File: src/rtl/uart_rf_pkg.sv
package uart_rf_pkg;
  typedef enum logic [1:0] {
    REG_RX   = 2'd0,
    REG_TX   = 2'd1,
    REG_STAT = 2'd2,
    REG_CTRL = 2'd3
  } reg_sel_e;

  localparam int unsigned ST_RX_VALID = 0;
  localparam int unsigned ST_RX_FULL  = 1;
  localparam int unsigned ST_TX_EMPTY = 2;
  localparam int unsigned ST_TX_FULL  = 3;
  localparam int unsigned ST_PEND     = 4;

  localparam int unsigned CT_TX_RST = 0;
  localparam int unsigned CT_RX_RST = 1;
  localparam int unsigned CT_IRQ_EN = 4;
endpackage

File: src/rtl/uart_rf_fifo.sv
module uart_rf_fifo #(
  parameter int unsigned DEPTH = 8,
  parameter int unsigned W     = 8,
  localparam int unsigned PTR_W = (DEPTH > 1) ? $clog2(DEPTH) : 1,
  localparam int unsigned CNT_W = $clog2(DEPTH + 1)
) (
  input  logic             clk_i,
  input  logic             rst_ni,
  input  logic             push_i,
  input  logic [W-1:0]     data_i,
  input  logic             pop_i,
  input  logic             flush_i,
  output logic [W-1:0]     head_o,
  output logic [CNT_W-1:0] count_o,
  output logic             full_o,
  output logic             empty_o
);
  logic [W-1:0]     mem_q [DEPTH];
  logic [PTR_W-1:0] wr_ptr_q, rd_ptr_q;
  logic [CNT_W-1:0] cnt_q;
  logic             do_push, do_pop;

  assign full_o  = (cnt_q == CNT_W'(DEPTH));
  assign empty_o = (cnt_q == '0);
  assign do_push = push_i && !full_o && !flush_i;
  assign do_pop  = pop_i && !empty_o && !flush_i;
  assign head_o  = mem_q[rd_ptr_q];
  assign count_o = cnt_q;

  function automatic logic [PTR_W-1:0] nxt(input logic [PTR_W-1:0] p);
    return (p == PTR_W'(DEPTH - 1)) ? '0 : p + 1'b1;
  endfunction

  always_ff @(posedge clk_i or negedge rst_ni) begin
    if (!rst_ni) begin
      wr_ptr_q <= '0;
      rd_ptr_q <= '0;
      cnt_q    <= '0;
    end else if (flush_i) begin
      wr_ptr_q <= '0;
      rd_ptr_q <= '0;
      cnt_q    <= '0;
    end else begin
      if (do_push) wr_ptr_q <= nxt(wr_ptr_q);
      if (do_pop)  rd_ptr_q <= nxt(rd_ptr_q);
      case ({do_push, do_pop})
        2'b10:   cnt_q <= cnt_q + 1'b1;
        2'b01:   cnt_q <= cnt_q - 1'b1;
        default: cnt_q <= cnt_q;
      endcase
    end
  end

  // storage is not reset: an empty read returns whatever sits at the head
  for (genvar i = 0; i < DEPTH; i++) begin : g_slot
    always_ff @(posedge clk_i) begin
      if (do_push && wr_ptr_q == PTR_W'(i)) mem_q[i] <= data_i;
    end
  end
endmodule

File: src/rtl/uart_rf_irq.sv
module uart_rf_irq (
  input  logic clk_i,
  input  logic rst_ni,
  input  logic tx_wr_i,
  input  logic stat_rd_i,
  input  logic rx_nonempty_i,
  input  logic irq_en_i,
  output logic pend_o,
  output logic irq_o
);
  logic pend_q;

  always_ff @(posedge clk_i or negedge rst_ni) begin
    if (!rst_ni) pend_q <= 1'b0;
    else         pend_q <= (pend_q && !stat_rd_i) || tx_wr_i || rx_nonempty_i;
  end

  assign pend_o = pend_q;
  assign irq_o  = pend_q && irq_en_i;
endmodule

File: src/rtl/uart_rf_top.sv
module uart_rf_top
  import uart_rf_pkg::*;
#(
  parameter int unsigned DEPTH  = 8,
  parameter int unsigned DATA_W = 32,
  parameter int unsigned BYTE_W = 8,
  parameter int unsigned ADDR_W = 4,
  localparam int unsigned CNT_W = $clog2(DEPTH + 1)
) (
  input  logic              clk_i,
  input  logic              rst_ni,
  input  logic              rd_i,
  input  logic              wr_i,
  input  logic [ADDR_W-1:0] addr_i,
  input  logic [DATA_W-1:0] wdata_i,
  output logic [DATA_W-1:0] rdata_o,
  output logic              wr_err_o,
  input  logic [BYTE_W-1:0] rx_byte_i,
  input  logic              rx_valid_i,
  output logic              rx_ready_o,
  output logic [BYTE_W-1:0] tx_byte_o,
  output logic              tx_valid_o,
  output logic              irq_o
);
  reg_sel_e          sel;
  logic              rx_rd, tx_wr, stat_rd, stat_wr, ctrl_wr;
  logic [DATA_W-1:0] ctrl_q, tx_q, status, rd_mux, rdata_q;
  logic [BYTE_W-1:0] head, tx_byte_q;
  logic [CNT_W-1:0]  count;
  logic              full, empty, pend, tx_valid_q, wr_err_q;
  logic              addr_unused;

  assign addr_unused = ^addr_i[1:0];
  assign sel     = reg_sel_e'(addr_i[ADDR_W-1:2]);
  assign rx_rd   = rd_i && sel == REG_RX;
  assign stat_rd = rd_i && sel == REG_STAT;
  assign tx_wr   = wr_i && sel == REG_TX;
  assign stat_wr = wr_i && sel == REG_STAT;
  assign ctrl_wr = wr_i && sel == REG_CTRL;

  uart_rf_fifo #(.DEPTH(DEPTH), .W(BYTE_W)) u_fifo (
    .clk_i   (clk_i),
    .rst_ni  (rst_ni),
    .push_i  (rx_valid_i),
    .data_i  (rx_byte_i),
    .pop_i   (rx_rd),
    .flush_i (ctrl_wr && wdata_i[CT_RX_RST]),
    .head_o  (head),
    .count_o (count),
    .full_o  (full),
    .empty_o (empty)
  );

  uart_rf_irq u_irq (
    .clk_i         (clk_i),
    .rst_ni        (rst_ni),
    .tx_wr_i       (tx_wr),
    .stat_rd_i     (stat_rd),
    .rx_nonempty_i (!empty),
    .irq_en_i      (ctrl_q[CT_IRQ_EN]),
    .pend_o        (pend),
    .irq_o         (irq_o)
  );

  always_comb begin
    status              = '0;
    status[ST_RX_VALID] = !empty;
    status[ST_RX_FULL]  = full;
    status[ST_TX_EMPTY] = 1'b1;
    status[ST_TX_FULL]  = 1'b0;
    status[ST_PEND]     = pend;
  end

  always_comb begin
    unique case (sel)
      REG_RX:   rd_mux = {{(DATA_W-BYTE_W){1'b0}}, head};
      REG_TX:   rd_mux = tx_q;
      REG_STAT: rd_mux = status;
      default:  rd_mux = ctrl_q;
    endcase
  end

  always_ff @(posedge clk_i or negedge rst_ni) begin
    if (!rst_ni) begin
      rdata_q    <= '0;
      ctrl_q     <= '0;
      tx_q       <= '0;
      tx_byte_q  <= '0;
      tx_valid_q <= 1'b0;
      wr_err_q   <= 1'b0;
    end else begin
      if (rd_i)    rdata_q <= rd_mux;
      if (ctrl_wr) ctrl_q  <= wdata_i;
      if (tx_wr) begin
        tx_q      <= wdata_i;
        tx_byte_q <= wdata_i[BYTE_W-1:0];
      end
      tx_valid_q <= tx_wr;
      wr_err_q   <= stat_wr;
    end
  end

  assign rdata_o    = rdata_q;
  assign tx_byte_o  = tx_byte_q;
  assign tx_valid_o = tx_valid_q;
  assign wr_err_o   = wr_err_q;
  assign rx_ready_o = !full && (count <= CNT_W'(DEPTH));
endmodule

File: config.mk
export PLATFORM = sky130hd
export DESIGN_NAME = uart_rf_top
export DESIGN_NICKNAME = d
export VERILOG_FILES = /design/src/rtl/uart_rf_pkg.sv /design/src/rtl/uart_rf_fifo.sv /design/src/rtl/uart_rf_irq.sv /design/src/rtl/uart_rf_top.sv
export SDC_FILE = /design/constraint.sdc
export NUM_CORES = 1
export LEC_CHECK = 0
export BUFFER_PORTS_ARGS = -buffer_cell sky130_fd_sc_hd__clkbuf_2
export CAP_MARGIN = 20
export CORE_UTILIZATION = 52
export DETAILED_ROUTE_END_ITERATION = 16
export PLACE_DENSITY = 0.76
export SYNTH_ARGS = -nofsm -noshare
export SYNTH_HDL_FRONTEND = slang
export SYNTH_SLANG_ARGS = --single-unit
File: constraint.sdc
create_clock -name clk_i -period 2.55 [get_ports clk_i]
set_input_delay 0.51 -clock clk_i [delete_from_list [all_inputs] [get_ports clk_i]]
set_output_delay 0.51 -clock clk_i [all_outputs]
set_load 0.05 [all_outputs]
* Word-level counts from Yosys, hierarchy flattened *
Memories as Yosys holds them, arrays and structs flattened.
Index checks and enable logic that the tools add are counted.

storage, ports and cells
  memory bits (writable) = 64
  input bits = 49
  word-level logic and storage cells = 116
  register bits = 117
  memories kept = 1
  output and inout port bits = 44

memory list
  memory        words  width  read ports  clocked after memory_dff  write ports  RTL line            RTL
  u_fifo.mem_q  8      8      1           0                         1            uart_rf_fifo.sv:18  logic [W-1:0] mem_q [DEPTH];

operators by class
  mux-type cells = 46
  eq/ne operators = 14
  magnitude comparators = 1
  add/subtract/negate cells = 4
  reduce and logical (&&, ||, !) cells = 40

operators with widths
  kind                                                                number
  32-bit case mux with 3 select lines                                 1
  8-bit two-way mux                                                   7
  8-bit OR reduction                                                  7
  3-bit two-way mux                                                   13
  1-bit two-way mux                                                   23
  1-bit logical AND                                                   21
  3-bit == test, second input constant                                5
  4-bit case mux with 2 select lines                                  1
  3-bit by 1-bit adder with 3-bit output, second input constant       2
  2-bit == test, second input constant                                3
  3-bit by 2-bit == test with 1-bit output, second input constant     2
  4-bit by 1-bit adder with 4-bit output, second input constant       1
  2-bit by 1-bit == test with 1-bit output, second input constant     2
  4-bit == test, second input constant                                1
  4-bit less-or-equal comparator, second input constant               1
  1-bit logical NOT                                                   4
  4-bit logical NOT                                                   1
  4-bit two-way mux                                                   1
  2-bit nonzero test                                                  2
  4-bit by 1-bit subtractor with 4-bit output, second input constant  1
  3-bit by 1-bit == test with 1-bit output, second input constant     1
  3-bit logical NOT                                                   1
  3-bit nonzero test                                                  1
  2-bit logical NOT                                                   1
  1-bit logical OR                                                    2

* Depth between registers and ports, before layout *
  word-level depth = 16
  gate-level depth with buffers = 12
  gate-level depth less buffers = 11

* Hierarchy *
From an unflattened synthesis, not the netlist that was laid out.

unflattened totals
  cells, all modules = 497
  area, all modules = 7613.6 µm²

by module, submodules not included
  module        times used  seq. area each (µm²)  area an instance (µm²)  cells each
  uart_rf_top   1           2452.4                4319.1                  313
  uart_rf_fifo  1           2172.1                3249.4                  179
  uart_rf_irq   1           25.0                  45.0                    5

* Worst setup path before layout *
Ideal clock, no wire load.

  path kind = input to register
  start = in addr_i[2]
  end = reg u_fifo.cnt_q[3] (netlist: u_fifo.count_o[3])
  cell stages on the path = 9
  required time = 2.425 ns
  library setup time = 0.125 ns
  arrival = 2.644 ns
  setup slack = -0.218 ns
  buffers on the path = 1
  path through = buf_4 > or3b_2 > nor2_1 > ha_1 > ha_1 > and3_2 > o21ai_0 > o211ai_1 > mux2_2

between the ends
  longest elaborated chain between the ends = 8
  elaborated cells between the ends (all ways) = 14
  those cells by class = eq/ne: 3; mux: 2; reduce/logical: 9

ends and longest elaborated chain
  element                                                                           RTL line                                RTL
  start, declared                                                                   uart_rf_top.sv:14                       input logic [ADDR_W-1:0] addr_i,
  2-bit == test                                                                     uart_rf_top.sv:39                       assign ctrl_wr = wr_i && sel == REG_CTRL;
  1-bit logical AND                                                                 uart_rf_top.sv:39
  1-bit logical AND                                                                 uart_rf_top.sv:47                       .flush_i (ctrl_wr && wdata_i[CT_RX_RST]),
  1-bit logical NOT                                                                 uart_rf_fifo.sv:25, uart_rf_fifo.sv:26
  1-bit logical AND (on tied branches)                                              uart_rf_fifo.sv:26, uart_rf_fifo.sv:25
  2-bit by 1-bit == test with 1-bit output / 2-bit == test (equally long branches)  uart_rf_fifo.sv:46                      case ({do_push, do_pop})
  4-bit case mux with 2 select lines                                                uart_rf_fifo.sv:46
  4-bit two-way mux                                                                 uart_rf_fifo.sv:39                      end else if (flush_i) begin
  end signal, assigned                                                              uart_rf_fifo.sv:47                      2'b10: cnt_q <= cnt_q + 1'b1;
  end signal, assigned                                                              uart_rf_fifo.sv:48                      2'b01: cnt_q <= cnt_q - 1'b1;
  end signal, assigned                                                              uart_rf_fifo.sv:49                      default: cnt_q <= cnt_q;
  end, declared                                                                     uart_rf_fifo.sv:20                      logic [CNT_W-1:0] cnt_q;

Several ways; a longest one is shown, not always the timed one.
A chain may end at the register's enable or synchronous reset.

* Final worst setup path *
  start = reg u_fifo.cnt_q[1] (netlist: u_fifo.count_o[1])
  end = reg u_fifo.cnt_q[3] (netlist: u_fifo.count_o[3])

between the ends
  longest elaborated chain between the ends = 7
  elaborated cells between the ends (all ways) = 15
  those cells by class = add/sub: 2; eq/ne: 3; mux: 2; reduce/logical: 8

ends and longest elaborated chain
  element                                                                           RTL line
  4-bit == test / 4-bit logical NOT (equally long branches)                         uart_rf_fifo.sv:23, uart_rf_fifo.sv:24
  1-bit logical NOT (on tied branches)                                              uart_rf_fifo.sv:25, uart_rf_fifo.sv:26
  1-bit logical AND (on tied branches) (2 in a row)                                 uart_rf_fifo.sv:25, uart_rf_fifo.sv:26
  2-bit by 1-bit == test with 1-bit output / 2-bit == test (equally long branches)  uart_rf_fifo.sv:46
  4-bit case mux with 2 select lines                                                uart_rf_fifo.sv:46
  4-bit two-way mux                                                                 uart_rf_fifo.sv:39

Several ways; a longest one is shown, not always the timed one.

==> impl_metrics.py <==
metrics = {
    "drt": {
        "via_per_inst": 5.642,
        "wl_mm": 14.92,
        "drtPass1Iterations": 4,
        "route.detailed.wl_per_inst_um": 19.65,
        "drtIter0Drc": 292,
        "drc": 0,
        "vias": 4282,
        "ant_nets": 0,
    },
    "pwr": {
        "power.total_mw": 8.608,
        "ir_drop_uv": 456.3,
        "p_leak_nw": 3.728,
        "powerDensity_mw_per_mm2": 999.5,
    },
    "global_route": {
        "grt-ovfl-total": 0,
        "grt_usage": 0.2240,
        "grt_pass1_wl_mm": 23.81,
        "grt_max_degree": 52,
        "antenna_found_initial": 0,
        "grt_pass1_vias": 4532,
    },
    "sta": {
        "fin_crit_sh": 0.9524,
        "setup_violations": 0,
        "maxSlewHeadroom": 0.5295,
        "slew_viol_final": 0,
        "final.min_clock_period_ns": 2.429,
        "clock-skew-final_ns": 0.008231,
        "rsz0062_at_grt": "false",
        "fmax_mhz": 411.8,
        "hold_violations": 0,
        "tightest_slew_ns": 0.7057,
        "fin_setup_tns_ns": 0,
    },
    "setup_path": {
        "rr_startpoint": "u_fifo.count_o[1]",
        "critPathKind": "reg -> reg",
        "cp_data_required_time_ns": 2.87,
        "timing.rr.end": "u_fifo.count_o[3]",
        "r2r_slack_ns": 0.12,
        "critPathCaptureType": "register",
        "crit_arrival_ns": 2.75,
        "reg2reg_depth": 10,
        "startpoint_type": "register",
        "crit_fanout": 4,
    },
    "clock_tree": {
        "cts_buffers": 17,
        "cts_hold_buf": 0,
        "cts.sinks": 173,
        "clockBufferDepth": 2,
        "worstSkewPairLatency_ns": 0.43,
        "cts.clk_slew.worst_paths_ns": 0.06,
        "cts_tree": "yes",
        "clockRootBuffer": "clkbuf_16",
        "htreeDepth": 4,
    },
    "logic_synthesis": {
        "syn_area_mm2": 0.007202,
        "synthCells": 470,
        "synth_edf_count": 64,
        "syn_area_per_cell_um2": 15.32,
        "synth-seq-cells": 173,
        "synthesis.yosys.warnings": 0,
        "synthFlopType": "dfrtp_1",
        "ys_types": 42,
        "syn_nets": 531,
        "seq_area_frac_synth": 0.6456,
        "ys_async_sr_fraction": 0.6301,
    },
    "placed_design": {
        "gp_congestion": 0.7251,
        "place_inst": 726,
        "hpwl_mm": 9.766,
        "port_buffers": 90,
    },
    "floorplan": {
        "io_pins": 93,
        "core-area_mm2": 0.01340,
        "die_y_um": 119.7,
        "rows": 42,
        "start_util": 0.5374,
        "die_area_mm2": 0.01432,
        "die_w_um": 119.7,
    },
    "cells_and_area": {
        "instances_no_fill": 759,
        "final_nets": 631,
        "drive_gt1_frac": 0.4014,
        "area_growth_pct": 19.58,
        "postLayoutCoreUtil": 0.6427,
        "n_antenna_cell": 0,
    },
    "outcome": {
        "status": "complete, no violations",
    },
    "min_path": {
        "hold_path.class": "in -> async",
    },
    "flow_run": {
        "max-cap-violations": 0,
    },
}
stage by stage:
stage	hold slack, ns	instance area [µm²]	worst slack, ns
2_1_floorplan	0.2144	7227	0.04176
3_3_place_gp	0.4593	7940	0.1172
3_5_place_dp	0.4720	7940	0.05333
4_1_cts	0.04551	8592	0.04087
5_1_grt	0.06616	8612	0.008375
6_report	0.04679	8612	0.1214
critical path: stages (launching register included):
cell	delay, ns
dfrtp_1	0.38
or4b_4	0.56
nand2_2	0.12
nor2_2	0.04
inv_1	0.11
ha_4	0.14
ha_1	0.24
and3_2	0.22
o21ai_2	0.11
o211ai_1	0.10
mux2_2	0.28
state kept, by name, indices dropped and copies added (netlist names):
signal / count
ctrl_q: 32
rdata_o: 32
tx_q: 32
tx_valid_o: 1
u_fifo.count_o: 4
u_fifo.mem_q: 64
u_fifo.rd_ptr_q: 3
u_fifo.wr_ptr_q: 3
u_irq.pend_o: 1
wr_err_o: 1
cell usage after synthesis, types with 2 or more instances:
library cell	number	area [µm²]
a21oi_1	11	55.05
a221oi_1	2	17.52
a22o_1	2	17.52
a22oi_1	7	52.55
and2_1	4	25.02
and3_1	6	37.54
buf_1	2	7.510
buf_2	8	40.04
buf_4	10	75.07
clkbuf_1	12	45.04
dfrtp_1	109	2728
edfxtp_1	64	1922
ha_1	12	150.1
inv_1	10	37.54
mux2_2	65	732.0
mux2i_1	40	400.4
mux4_2	12	270.3
nand2_1	14	52.55
nand3_1	6	30.03
nor2_1	22	82.58
nor2b_1	3	18.77
o21ai_0	5	25.02
o2bb2ai_1	24	210.2
xor2_1	2	17.52
metal layers:
metal | global-route usage | vias to the layer above | wire [µm]
met5 | 0 | - | 0
met4 | 0.08594 | 0 | 195
met3 | 0.04848 | 15 | 625
met2 | 0.3808 | 98 | 7666
met1 | 0.2808 | 2232 | 6427
li1 | - | 1937 | -
cells in the final DEF, fill, tap and decap left out, types with 2 or more instances in the layout:
| master | instances |
|---|---|
| bufinv_16 | 4 |
| a22oi_1 | 7 |
| dfrtp_1 | 109 |
| clkinvlp_4 | 2 |
| ha_1 | 11 |
| inv_1 | 10 |
| edfxtp_1 | 64 |
| clkbuf_2 | 89 |
| mux4_2 | 12 |
| nor2b_1 | 3 |
| clkinv_4 | 2 |
| inv_6 | 3 |
| a21oi_1 | 11 |
| clkbuf_16 | 18 |
| xor2_1 | 2 |
| nand3_1 | 5 |
| mux2i_1 | 40 |
| and2_1 | 4 |
| mux2_2 | 65 |
| and3_1 | 6 |
| nor2_1 | 20 |
| a22o_1 | 2 |
| buf_4 | 21 |
| nand2_1 | 13 |
| buf_12 | 3 |
| o2bb2ai_1 | 24 |
| a221oi_1 | 2 |
| o21ai_0 | 4 |
cell families (layout without fill, tap and decap cells):
| group | after synthesis | count (layout) | share of synthesized area |
|---|---|---|---|
| AOI/OAI and AO/OA | 59 | 59 | 0.06220 |
| xor gates and xnor gates | 3 | 3 | 0.003649 |
| adders and majority gates | 12 | 12 | 0.02085 |
| buffers and inverters | 42 | 155 | 0.02849 |
| DFF | 173 | 173 | 0.6456 |
| muxes | 117 | 117 | 0.1948 |
| and+or+nand+nor | 64 | 64 | 0.04448 |
area by class of cell:
class                   instances  area [µm²]
fillers                       961        4788
flip-flops and latches        173        4649
multi-input cells             255        2390
repair buffers                113       663.1
clock buffers                  18       450.4
well taps                     176       220.2
clock inverters                14       201.4
inverters                      10       37.54
repair_timing:
action / in CTS / in global routing
resized for setup: 0 / 4
buffers inserted: 0 / 1
setup endpoints to repair: 0 / 2
power breakdown:
group          total (mW)  switching (mW)  internal, mW  leakage (nW)
sequential           3.70           0.310          3.39          1.91
clock                2.81            1.10          1.71         0.315
combinational        2.09            1.25         0.843          1.50
total                8.61            2.66          5.95          3.73
worst max-delay path by stage:
stage                            startpoint  cells after the start           endpoint  slack [ns]
final                     u_fifo.count_o[1]                     10  u_fifo.count_o[3]        0.12
after global routing      u_fifo.count_o[1]                     10  u_fifo.count_o[3]       0.008
after CTS                 u_fifo.count_o[1]                     10  u_fifo.count_o[3]        0.04
after detailed placement  u_fifo.count_o[1]                     10  u_fifo.count_o[3]        0.05
after global placement    u_fifo.count_o[1]                     10  u_fifo.count_o[3]        0.12
after floorplan                   addr_i[2]                     11  u_fifo.count_o[3]        0.04
No activity file was read; power rests on OpenSTA's default activity.
